**src/rtl/phycfg_pkg.sv**
```systemverilog
package phycfg_pkg;

    // Mode codes; the decoder's grouping depends on these values
    localparam int TM_LEGACY  = 0;
    localparam int TM_MMC_HS  = 1;
    localparam int TM_SD_HS   = 2;
    localparam int TM_SDR12   = 3;
    localparam int TM_SDR25   = 4;
    localparam int TM_SDR50   = 5;
    localparam int TM_SDR104  = 6;
    localparam int TM_DDR50   = 7;
    localparam int TM_DDR52   = 8;
    localparam int TM_HS200   = 9;
    localparam int TM_HS400   = 10;

    typedef enum logic [2:0] {
        ST_IDLE,
        ST_GATE,
        ST_WRITE,
        ST_UNGATE,
        ST_INIT,
        ST_WAIT_DONE
    } seq_state_t;

endpackage

```
**src/rtl/phycfg_mode_decode.sv**
```systemverilog
module phycfg_mode_decode
    import phycfg_pkg::*;
#(
    parameter int MODE_W   = 4,
    parameter int DQ_LANES = 8
) (
    input  logic [MODE_W-1:0]   mode,
    input  logic                fast,
    input  logic                sdio,
    input  logic                strap,
    output logic                is_legacy,
    output logic                slow_sel,
    output logic                skip_write,
    output logic [DQ_LANES-1:0] dq_ddr_val,
    output logic                cmd_ddr_val,
    output logic                async_val
);

    logic low_speed_grp;
    logic ddr_grp;
    logic hs400;

    always_comb begin
        is_legacy     = (mode == MODE_W'(TM_LEGACY));
        low_speed_grp = (mode == MODE_W'(TM_MMC_HS)) || (mode == MODE_W'(TM_SD_HS)) ||
                        (mode == MODE_W'(TM_SDR12))  || (mode == MODE_W'(TM_SDR25));
        ddr_grp       = (mode == MODE_W'(TM_DDR50)) || (mode == MODE_W'(TM_DDR52));
        hs400         = (mode == MODE_W'(TM_HS400));

        if (fast)
            slow_sel = 1'b0;
        else if (is_legacy)
            slow_sel = strap;
        else if (low_speed_grp)
            slow_sel = sdio | strap;
        else
            slow_sel = 1'b0;

        skip_write = is_legacy | slow_sel;

        if (hs400) begin
            dq_ddr_val  = '1;
            cmd_ddr_val = 1'b1;
            async_val   = 1'b0;
        end else if (ddr_grp) begin
            dq_ddr_val  = '1;
            cmd_ddr_val = 1'b1;
            async_val   = 1'b1;
        end else begin
            dq_ddr_val  = '0;
            cmd_ddr_val = 1'b0;
            async_val   = 1'b1;
        end
    end

endmodule

```
**src/rtl/phycfg_cfg_regs.sv**
```systemverilog
module phycfg_cfg_regs #(
    parameter int MODE_W   = 4,
    parameter int DQ_LANES = 8
) (
    input  logic                clk,
    input  logic                rst_n,
    input  logic                apply,
    input  logic                wr_en,
    input  logic [MODE_W-1:0]   req_mode,
    input  logic                req_fast,
    input  logic                req_sdio,
    input  logic                dec_legacy,
    input  logic                dec_slow,
    input  logic [DQ_LANES-1:0] dec_dq_ddr,
    input  logic                dec_cmd_ddr,
    input  logic                dec_async,
    output logic                hit,
    output logic [DQ_LANES-1:0] dq_ddr_en,
    output logic                cmd_ddr_en,
    output logic                dq_async_en,
    output logic                sdio_mode,
    output logic                slow_mode
);

    logic [MODE_W-1:0] last_mode;
    logic              last_fast;
    logic              last_sdio;
    logic              last_valid;
    logic              pend_cmd;
    logic              pend_async;

    assign hit = last_valid && (req_mode == last_mode) &&
                 (req_fast == last_fast) && (req_sdio == last_sdio);

    // Per-lane staged and applied DDR enables
    for (genvar g = 0; g < DQ_LANES; g++) begin : g_lane
        logic pend_q;
        logic live_q;
        always_ff @(posedge clk or negedge rst_n) begin
            if (!rst_n) begin
                pend_q <= 1'b0;
                live_q <= 1'b0;
            end else begin
                if (apply)
                    pend_q <= dec_dq_ddr[g];
                if (wr_en)
                    live_q <= pend_q;
            end
        end
        assign dq_ddr_en[g] = live_q;
    end

    always_ff @(posedge clk or negedge rst_n) begin
        if (!rst_n) begin
            last_mode   <= '0;
            last_fast   <= 1'b0;
            last_sdio   <= 1'b0;
            last_valid  <= 1'b0;
            pend_cmd    <= 1'b0;
            pend_async  <= 1'b1;
            cmd_ddr_en  <= 1'b0;
            dq_async_en <= 1'b1;
            sdio_mode   <= 1'b0;
            slow_mode   <= 1'b0;
        end else begin
            if (apply) begin
                last_mode  <= req_mode;
                last_fast  <= req_fast;
                last_sdio  <= req_sdio;
                last_valid <= 1'b1;
                pend_cmd   <= dec_cmd_ddr;
                pend_async <= dec_async;
                slow_mode  <= dec_slow;
                if (!dec_legacy)
                    sdio_mode <= req_sdio;
            end
            if (wr_en) begin
                cmd_ddr_en  <= pend_cmd;
                dq_async_en <= pend_async;
            end
        end
    end

endmodule

```
**src/rtl/phycfg_seq_fsm.sv**
```systemverilog
module phycfg_seq_fsm
    import phycfg_pkg::*;
(
    input  logic clk,
    input  logic rst_n,
    input  logic req_valid,
    input  logic hit,
    input  logic skip_write,
    input  logic clk_gate_ack,
    input  logic init_done,
    output logic ready,
    output logic apply,
    output logic wr_en,
    output logic clk_gate_req,
    output logic init_start,
    output logic req_done
);

    seq_state_t state_q;
    seq_state_t state_d;
    logic       done_q;

    always_ff @(posedge clk or negedge rst_n) begin
        if (!rst_n) begin
            state_q <= ST_IDLE;
            done_q  <= 1'b0;
        end else begin
            state_q <= state_d;
            done_q  <= (state_q == ST_IDLE && req_valid && hit) ||
                       (state_q == ST_WAIT_DONE && init_done);
        end
    end

    always_comb begin
        state_d = state_q;
        unique case (state_q)
            ST_IDLE: begin
                if (req_valid && !hit)
                    state_d = skip_write ? ST_INIT : ST_GATE;
            end
            ST_GATE:      if (clk_gate_ack) state_d = ST_WRITE;
            ST_WRITE:     state_d = ST_UNGATE;
            ST_UNGATE:    if (!clk_gate_ack) state_d = ST_INIT;
            ST_INIT:      state_d = ST_WAIT_DONE;
            ST_WAIT_DONE: if (init_done) state_d = ST_IDLE;
            default:      state_d = ST_IDLE;
        endcase
    end

    always_comb begin
        ready        = (state_q == ST_IDLE);
        apply        = ready && req_valid && !hit;
        wr_en        = (state_q == ST_WRITE);
        clk_gate_req = (state_q == ST_GATE) || (state_q == ST_WRITE);
        init_start   = (state_q == ST_INIT);
        req_done     = done_q;
    end

endmodule

```
**src/rtl/phy_mode_cfg_ctrl.sv**
```systemverilog
module phy_mode_cfg_ctrl #(
    parameter int MODE_W   = 4,
    parameter int DQ_LANES = 8
) (
    input  logic                clk,
    input  logic                rst_n,
    input  logic                req_valid,
    input  logic [MODE_W-1:0]   req_mode,
    input  logic                req_fast,
    input  logic                req_sdio,
    input  logic                slow_strap,
    output logic                ready,
    output logic                req_done,
    output logic                clk_gate_req,
    input  logic                clk_gate_ack,
    output logic                init_start,
    input  logic                init_done,
    output logic [DQ_LANES-1:0] dq_ddr_en,
    output logic                cmd_ddr_en,
    output logic                dq_async_en,
    output logic                sdio_mode,
    output logic                slow_mode
);

    logic                dec_legacy;
    logic                dec_slow;
    logic                dec_skip;
    logic [DQ_LANES-1:0] dec_dq;
    logic                dec_cmd;
    logic                dec_async;
    logic                hit;
    logic                apply;
    logic                wr_en;

    phycfg_mode_decode #(.MODE_W(MODE_W), .DQ_LANES(DQ_LANES)) u_decode (
        .mode        (req_mode),
        .fast        (req_fast),
        .sdio        (req_sdio),
        .strap       (slow_strap),
        .is_legacy   (dec_legacy),
        .slow_sel    (dec_slow),
        .skip_write  (dec_skip),
        .dq_ddr_val  (dec_dq),
        .cmd_ddr_val (dec_cmd),
        .async_val   (dec_async)
    );

    phycfg_cfg_regs #(.MODE_W(MODE_W), .DQ_LANES(DQ_LANES)) u_regs (
        .clk         (clk),
        .rst_n       (rst_n),
        .apply       (apply),
        .wr_en       (wr_en),
        .req_mode    (req_mode),
        .req_fast    (req_fast),
        .req_sdio    (req_sdio),
        .dec_legacy  (dec_legacy),
        .dec_slow    (dec_slow),
        .dec_dq_ddr  (dec_dq),
        .dec_cmd_ddr (dec_cmd),
        .dec_async   (dec_async),
        .hit         (hit),
        .dq_ddr_en   (dq_ddr_en),
        .cmd_ddr_en  (cmd_ddr_en),
        .dq_async_en (dq_async_en),
        .sdio_mode   (sdio_mode),
        .slow_mode   (slow_mode)
    );

    phycfg_seq_fsm u_fsm (
        .clk          (clk),
        .rst_n        (rst_n),
        .req_valid    (req_valid),
        .hit          (hit),
        .skip_write   (dec_skip),
        .clk_gate_ack (clk_gate_ack),
        .init_done    (init_done),
        .ready        (ready),
        .apply        (apply),
        .wr_en        (wr_en),
        .clk_gate_req (clk_gate_req),
        .init_start   (init_start),
        .req_done     (req_done)
    );

endmodule

```
**config.mk**
```make
export PLATFORM = sky130hd
export DESIGN_NAME = phy_mode_cfg_ctrl
export DESIGN_NICKNAME = d
export VERILOG_FILES = /design/src/rtl/phycfg_pkg.sv /design/src/rtl/phycfg_mode_decode.sv /design/src/rtl/phycfg_cfg_regs.sv /design/src/rtl/phycfg_seq_fsm.sv /design/src/rtl/phy_mode_cfg_ctrl.sv
export SDC_FILE = /design/constraint.sdc
export NUM_CORES = 1
export LEC_CHECK = 0
export BUFFER_PORTS_ARGS = -buffer_cell sky130_fd_sc_hd__buf_2
export CAP_MARGIN = 5
export CORE_MARGIN = 5
export CORE_UTILIZATION = 45
export DETAILED_ROUTE_END_ITERATION = 7
export MAX_ROUTING_LAYER = met4
export PLACE_DENSITY = 0.73
export SYNTH_ARGS = -nofsm -noshare
export SYNTH_HDL_FRONTEND = slang
export SYNTH_SLANG_ARGS = --single-unit
```
**constraint.sdc**
```tcl
create_clock -name clk -period 1.45 [get_ports clk]
set_clock_uncertainty 0.1 [all_clocks]
set_input_delay 0.145 -clock clk [delete_from_list [all_inputs] [get_ports clk]]
set_output_delay 0.145 -clock clk [all_outputs]
set_load 0.005 [all_outputs]
```
# [Word-level counts from Yosys, hierarchy flattened]
# Index checks and enable logic that the tools add are counted.
[classes] n_addsub=0 multipliers=0 n_div=0 order_cmp=0 eq_ne=19 n_shift=0 muxes=14 bitwise=3 n_reduce_logical=19
[op_table] op="case mux 3 bit (6 select lines)" n=1
[op_table] op="two-way mux 8 bit" n=2
[op_table] op="two-way mux 3 bit" n=5
[op_table] op="== test 4 x 2 -> 1 bit (second input constant)" n=2
[op_table] op="== test 4 x 3 -> 1 bit (second input constant)" n=2
[op_table] op="== test 4 bit (second input constant)" n=2
[op_table] op="logical AND 1 bit" n=8
[op_table] op="== test 3 x 2 -> 1 bit (second input constant)" n=2
[op_table] op="== test 3 bit (second input constant)" n=2
[op_table] op="logical OR 1 bit" n=6
[op_table] op="two-way mux 1 bit" n=6
[op_table] op="!= test 2 bit (second input constant)" n=3
[op_table] op="== test 4 x 1 -> 1 bit (second input constant)" n=1
[op_table] op="== test 4 bit" n=1
[op_table] op="zero test 4 bit" n=1
[op_table] op="AND reduction 4 bit" n=1
[op_table] op="== test 3 x 1 -> 1 bit (second input constant)" n=1
[op_table] op="zero test 3 bit" n=1
[op_table] op="== test 1 bit" n=2
[op_table] op="!= test 2 x 1 -> 1 bit (second input constant)" n=1
[op_table] op="OR 1 bit" n=2
[op_table] op="AND reduction 2 bit" n=1
[op_table] op="zero test 1 bit" n=1
[op_table] op="NOT 1 bit" n=1
[totals] reg_bits=33 latch_bits=0 ram_bits=0 rom_bits=0 inputBits=12 output_inout_bits=16 n_memories=0

# [Logic depth before layout (Yosys ltp)]
[logic_depth] depth_word=11 mapped_depth=5 ltp_nobuf=4

# [Cells and area by module]
# From an unflattened synthesis, not the netlist that was laid out.
[unflattened] hier_cells=133 hier_area_um2=1681.6
[modules_own_cells] mod="phycfg_cfg_regs" instances=1 cells_each=78 area_per_inst_um2=1246.2
[modules_own_cells] mod="phycfg_seq_fsm" instances=1 cells_each=34 area_per_inst_um2=284.0
[modules_own_cells] mod="phycfg_mode_decode" instances=1 cells_each=21 area_per_inst_um2=151.4

# [Worst setup path after synthesis]
# Ideal clock, no wire load.
[synth_timing] kind="flip-flop to flip-flop" start="register u_regs.last_mode[3]" end="register u_regs.g_lane[7].pend_q" setup_ps=128 arrival_ps=1354 required_time_ps=1222 setup_slack_ps=-132 path_stages_with_launch=5 path_buffers=0 period_less_slack_ps=1582 cell_sequence="dfrtp_1 > xnor2_1 > nand4_2 > o31ai_2 > mux2_1"
[synth_between] elab_chain_len=6
[synth_rtl] element="start, declared" line_no="phycfg_cfg_regs.sv:25" source="logic [MODE_W-1:0] last_mode;"
[synth_rtl] element="start signal, assigned" line_no="phycfg_cfg_regs.sv:67" source="last_mode <= req_mode;"
[synth_rtl] element="== test 4 bit" line_no="phycfg_cfg_regs.sv:32" source="assign hit = last_valid && (req_mode == last_mode) &&"
[synth_rtl] element="logical AND 1 bit (2 in series)" line_no="phycfg_cfg_regs.sv:32"
[synth_rtl] element="logical AND 1 bit" line_no="phycfg_cfg_regs.sv:33" source="(req_fast == last_fast) && (req_sdio == last_sdio);"
[synth_rtl] element="zero test 1 bit" line_no="phycfg_seq_fsm.sv:52" source="apply = ready && req_valid && !hit;"
[synth_rtl] element="logical AND 1 bit" line_no="phycfg_seq_fsm.sv:52"
[synth_rtl] element="end signal, assigned" line_no="phycfg_cfg_regs.sv:45" source="pend_q <= dec_dq_ddr[g];"
[synth_rtl] element="end, declared" line_no="phycfg_cfg_regs.sv:37" source="logic pend_q;"
# No other way between the ends.
# A chain may end at the register's enable or synchronous reset.

# [Worst setup path after layout]
[layout_timing] start="register u_regs.last_fast" end="register u_fsm.done_q, in the netlist u_fsm.req_done"
[layout_between] elab_chain_len=5
[layout_rtl] element="start, declared" line_no="phycfg_cfg_regs.sv:26" source="logic last_fast;"
[layout_rtl] element="start signal, assigned" line_no="phycfg_cfg_regs.sv:68" source="last_fast <= req_fast;"
[layout_rtl] element="== test 1 bit" line_no="phycfg_cfg_regs.sv:33"
[layout_rtl] element="logical AND 1 bit" line_no="phycfg_cfg_regs.sv:32"
[layout_rtl] element="logical AND 1 bit" line_no="phycfg_cfg_regs.sv:33"
[layout_rtl] element="logical AND 1 bit" line_no="phycfg_seq_fsm.sv:29" source="done_q <= (state_q == ST_IDLE && req_valid && hit) ||"
[layout_rtl] element="logical OR 1 bit" line_no="phycfg_seq_fsm.sv:29"
[layout_rtl] element="end signal, assigned" line_no="phycfg_seq_fsm.sv:29"
[layout_rtl] element="end, declared" line_no="phycfg_seq_fsm.sv:21" source="logic done_q;"
# No other way between the ends.

==> metrics.txt <==
# TYPE chip_impl_metric gauge
chip_impl_metric{name="route.vias.total",unit=""} 876
chip_impl_metric{name="design_power",unit="mW"} 3.03
chip_impl_metric{name="dieWidth",unit="um"} 56.6
chip_impl_metric{name="final_design_area_no_fill",unit="um2"} 1520
chip_impl_metric{name="synth_seq_area_share",unit=""} 0.438
chip_impl_info{name="hold_path_class",value="in2reg"} 1
chip_impl_info{name="largest-register",value="u_regs.last_mode"} 1
chip_impl_metric{name="fin_setup_tns",unit="ns"} -2.27
chip_impl_metric{name="drtPass1Iterations",unit=""} 5
chip_impl_metric{name="routed_antenna_nets",unit=""} 0
chip_impl_metric{name="total_cell_area_at_the_placement_stage",unit="um2"} 1180
chip_impl_metric{name="synthesis.nets",unit=""} 102
chip_impl_metric{name="largest_reg_flops",unit=""} 4
chip_impl_metric{name="post-route-worst-setup-slack",unit="ns"} -0.227
chip_impl_metric{name="numClockSinks",unit=""} 17
chip_impl_metric{name="power_density",unit="nW/um2"} 2000
chip_impl_metric{name="min_period",unit="ns"} 1.68
chip_impl_metric{name="grt_util_all_layers",unit=""} 0.151
chip_impl_metric{name="io-pin-count",unit=""} 28
chip_impl_info{name="cts_root_buf",value="sky130_fd_sc_hd__clkbuf_4"} 1
chip_impl_metric{name="setup-violations-final",unit=""} 16
chip_impl_info{name="grt_setup_unrepaired",value="true"} 1
chip_impl_metric{name="cap_viol_max_count",unit=""} 0
chip_impl_metric{name="layout-drive-gt1-share",unit=""} 0.667
chip_impl_metric{name="clk_path_buf_depth",unit=""} 2
chip_impl_info{name="timing.critical_path.from_type",value="register"} 1
chip_impl_metric{name="routedWlPerCell",unit="um"} 16.2
chip_impl_metric{name="place.detailed.hpwl",unit="um"} 1550
chip_impl_metric{name="grt_first_pass_wirelength",unit="um"} 3660
chip_impl_metric{name="floorplan.rows",unit=""} 16
chip_impl_metric{name="maxSlewViolCount",unit=""} 0
chip_impl_metric{name="stdcell_count",unit=""} 162
chip_impl_metric{name="share_of_power_burned_in_the_clock_network",unit=""} 0.084
chip_impl_metric{name="power.share.sequential",unit=""} 0.300
chip_impl_metric{name="power.static_leakage",unit="nW"} 0.702
chip_impl_info{name="tritoncts_clock_tree",value="built"} 1
chip_impl_metric{name="worst_path_clk_slew",unit="ns"} 0.09
chip_impl_metric{name="syn-cell-area",unit="um2"} 976
chip_impl_metric{name="synth-async-reset-ratio",unit=""} 1.00
chip_impl_metric{name="period_share",unit=""} 1.16
chip_impl_metric{name="post_synth_inst_count",unit=""} 90
chip_impl_metric{name="combinationalPowerShare",unit=""} 0.616
chip_impl_info{name="most-common-layout-cells",value="27 x sky130_fd_sc_hd__buf_2, 14 x sky130_fd_sc_hd__buf_4, 13 x sky130_fd_sc_hd__dfrtp_1"} 1
chip_impl_metric{name="synth_enable_flop_cells",unit=""} 0
chip_impl_metric{name="postSynthRegisterBits",unit=""} 17
chip_impl_info{name="synth-main-ff-cell",value="sky130_fd_sc_hd__dfrtp_1"} 1
chip_impl_metric{name="max_h_tree_level",unit=""} 1
chip_impl_metric{name="core_area",unit="um2"} 2020
chip_impl_metric{name="number_of_antenna_violations_at_the_first_check_in_global_routing",unit=""} 0
chip_impl_metric{name="ir_worst_vdd",unit="V"} 0.00138
chip_impl_metric{name="dieHeight",unit="um"} 56.6
chip_impl_metric{name="synth_area_per_cell",unit="um2"} 10.8
chip_impl_metric{name="numPlacedInstances",unit=""} 148
chip_impl_metric{name="yosys_warnings",unit=""} 0
chip_impl_metric{name="postRouteWirelength",unit="um"} 2620
chip_impl_metric{name="worstPathArrival",unit="ns"} 1.80
chip_impl_metric{name="power.switching",unit="mW"} 1.15
chip_impl_metric{name="peak_clock_frequency_supported_by_timing",unit="GHz"} 0.596
chip_impl_metric{name="tritoncts.num_buffers",unit=""} 3
chip_impl_metric{name="crit_path_max_fanout",unit=""} 3
chip_impl_info{name="violations",value="setup timing"} 1
chip_impl_metric{name="critical_path_required",unit="ns"} 1.57
chip_impl_metric{name="worstMarginPinSlew",unit="ns"} 0.497
chip_impl_info{name="largest_registers",value="u_regs.last_mode (4), u_fsm.state_q (3)"} 1
chip_impl_metric{name="synth.distinct_cells",unit=""} 34
chip_impl_metric{name="dieArea",unit="um2"} 3200
chip_impl_metric{name="clkLatencyLatePin",unit="ns"} 0.29
chip_impl_metric{name="antennaDiodeCount",unit=""} 0
chip_impl_info{name="critPathKind",value="reg2reg"} 1
chip_impl_metric{name="route.detailed.vias_per_inst",unit=""} 5.41
chip_impl_metric{name="grt_remaining_overflow",unit=""} 0
chip_impl_metric{name="drcViolationCount",unit=""} 0
chip_impl_metric{name="hold_violations",unit=""} 0
chip_impl_metric{name="fillers",unit=""} 129
chip_impl_metric{name="largest_net_degree_at_the_start_of_global_routing",unit=""} 18
chip_impl_metric{name="power.switching_fraction",unit=""} 0.380
chip_impl_metric{name="first_global_vias",unit=""} 836
chip_impl_metric{name="drt-initial-drc-count",unit=""} 13
chip_impl_metric{name="port_buffers",unit=""} 27
chip_impl_metric{name="nets",unit=""} 148
chip_impl_info{name="worstSetupEndpointType",value="register"} 1
chip_impl_metric{name="syn_to_final_growth",unit="%"} 55.3
chip_impl_metric{name="finalWeightedCongestion",unit=""} 0.823
chip_impl_metric{name="floorplan.initialDensity",unit=""} 0.483
chip_impl_info{name="status",value="finished, violations left"} 1
chip_impl_info{name="final_common_cell",value="sky130_fd_sc_hd__buf_2"} 1
chip_impl_metric{name="timing.max_slew.rel_slack",unit=""} 0.665
chip_impl_metric{name="cell_internal_pwr",unit="mW"} 1.88
[synthesized netlist by cell type (3+ instances only)]
cell	count	area share
sky130_fd_sc_hd__mux2_2	7	0.081
sky130_fd_sc_hd__a21oi_1	5	0.026
sky130_fd_sc_hd__dfrtp_1	15	0.38
sky130_fd_sc_hd__nor2_1	4	0.015
sky130_fd_sc_hd__nand2b_1	3	0.019
sky130_fd_sc_hd__nand2_1	6	0.023
sky130_fd_sc_hd__mux2_1	5	0.058
sky130_fd_sc_hd__xnor2_1	5	0.045
sky130_fd_sc_hd__buf_4	8	0.062
[layout make-up]
class                   count  area [um2]  share of cell area
clock buffers               4        26.3              0.0173
inverters                   1        3.75             0.00248
multi-input cells          61         659               0.435
flip-flops and latches     17         430               0.284
well taps                  27        33.8              0.0223
repair buffers             52         362               0.239
[timing repair]
| action | CTS | global route |
|---|---|---|
| setup endpoints to repair | 17 | 17 |
| hold endpoints to repair | 18 | 0 |
| setup buffers | 2 | 7 |
| pin swaps | 7 | 6 |
| hold buffers | 2 | 0 |
| resized for setup | 25 | 18 |
[cell families after synthesis]
group,Yosys count,synth area share
buffers and inverters,12,0.0795
multiplexers,12,0.138
AO/OA/AOI/OAI,15,0.109
AND/OR/NAND/NOR,28,0.181
flip-flops,17,0.438
XOR/XNOR,6,0.0538
[metal layers]
| metal | up-vias | share of wire | wire length (um) | global-route usage |
|---|---|---|---|---|
| li1 | 405 | - | - | - |
| met1 | 426 | 0.42 | 1090 | 0.165 |
| met2 | 35 | 0.49 | 1280 | 0.261 |
| met3 | 10 | 0.064 | 167 | 0.0482 |
| met4 | 0 | 0.029 | 75 | 0.0475 |
| met5 | - | 0 | 0 | - |
[power groups by stage]
stage | Sequential, mW | Combinational, mW | Clock [mW]
5_1_grt | 0.943 | 1.98 | 0.285
2_1_floorplan | 0.829 | 0.807 | 0
3_5_place_dp | 0.857 | 1.15 | 0
6_report | 0.909 | 1.87 | 0.254
3_3_place_gp | 0.839 | 1.12 | 0
4_1_cts | 0.864 | 1.47 | 0.266
[worst max-delay path, cell delays in order (launching register included)]
cell and delay (ns):
sky130_fd_sc_hd__dfrtp_1 0.43, sky130_fd_sc_hd__xnor2_2 0.18, sky130_fd_sc_hd__nand4_4 0.16, sky130_fd_sc_hd__buf_6 0.16
sky130_fd_sc_hd__or4b_1 0.47, sky130_fd_sc_hd__o21ai_1 0.10
[per-stage QoR]
| stage | setup WS [ns] | hold slack, ns | utilization |
|---|---|---|---|
| 2_1_floorplan | -0.132 | -0.251 | - |
| 3_3_place_gp | -0.182 | -0.0175 | 0.585 |
| 3_5_place_dp | -0.214 | -0.0140 | 0.585 |
| 4_1_cts | -0.228 | 0.0144 | 0.668 |
| 5_1_grt | -0.311 | 0.0400 | 0.749 |
| 6_report | -0.227 | 0.0231 | 0.749 |
[final timing paths]
check,startpoint,to,slack [ns],depth (start not counted)
max in group asynchronous,rst_n,u_regs.pend_async$_DFFE_PN1N_,0.74,2
worst max-delay path,u_regs.last_fast$_DFFE_PN0N_,u_fsm.req_done$_DFF_PN0_,-0.23,5
worst max register to register,u_regs.last_fast$_DFFE_PN0N_,u_fsm.req_done$_DFF_PN0_,-0.23,5
worst min-delay path,init_done,u_fsm.req_done$_DFF_PN0_,0.02,3
min in group asynchronous,rst_n,u_regs.last_mode[3]$_DFFE_PN0N_,0.19,2
worst min register to register,u_regs.slow_mode$_DFFE_PN0N_,u_regs.slow_mode$_DFFE_PN0N_,0.40,1
Note: power is estimated with default switching activity, not from simulation.
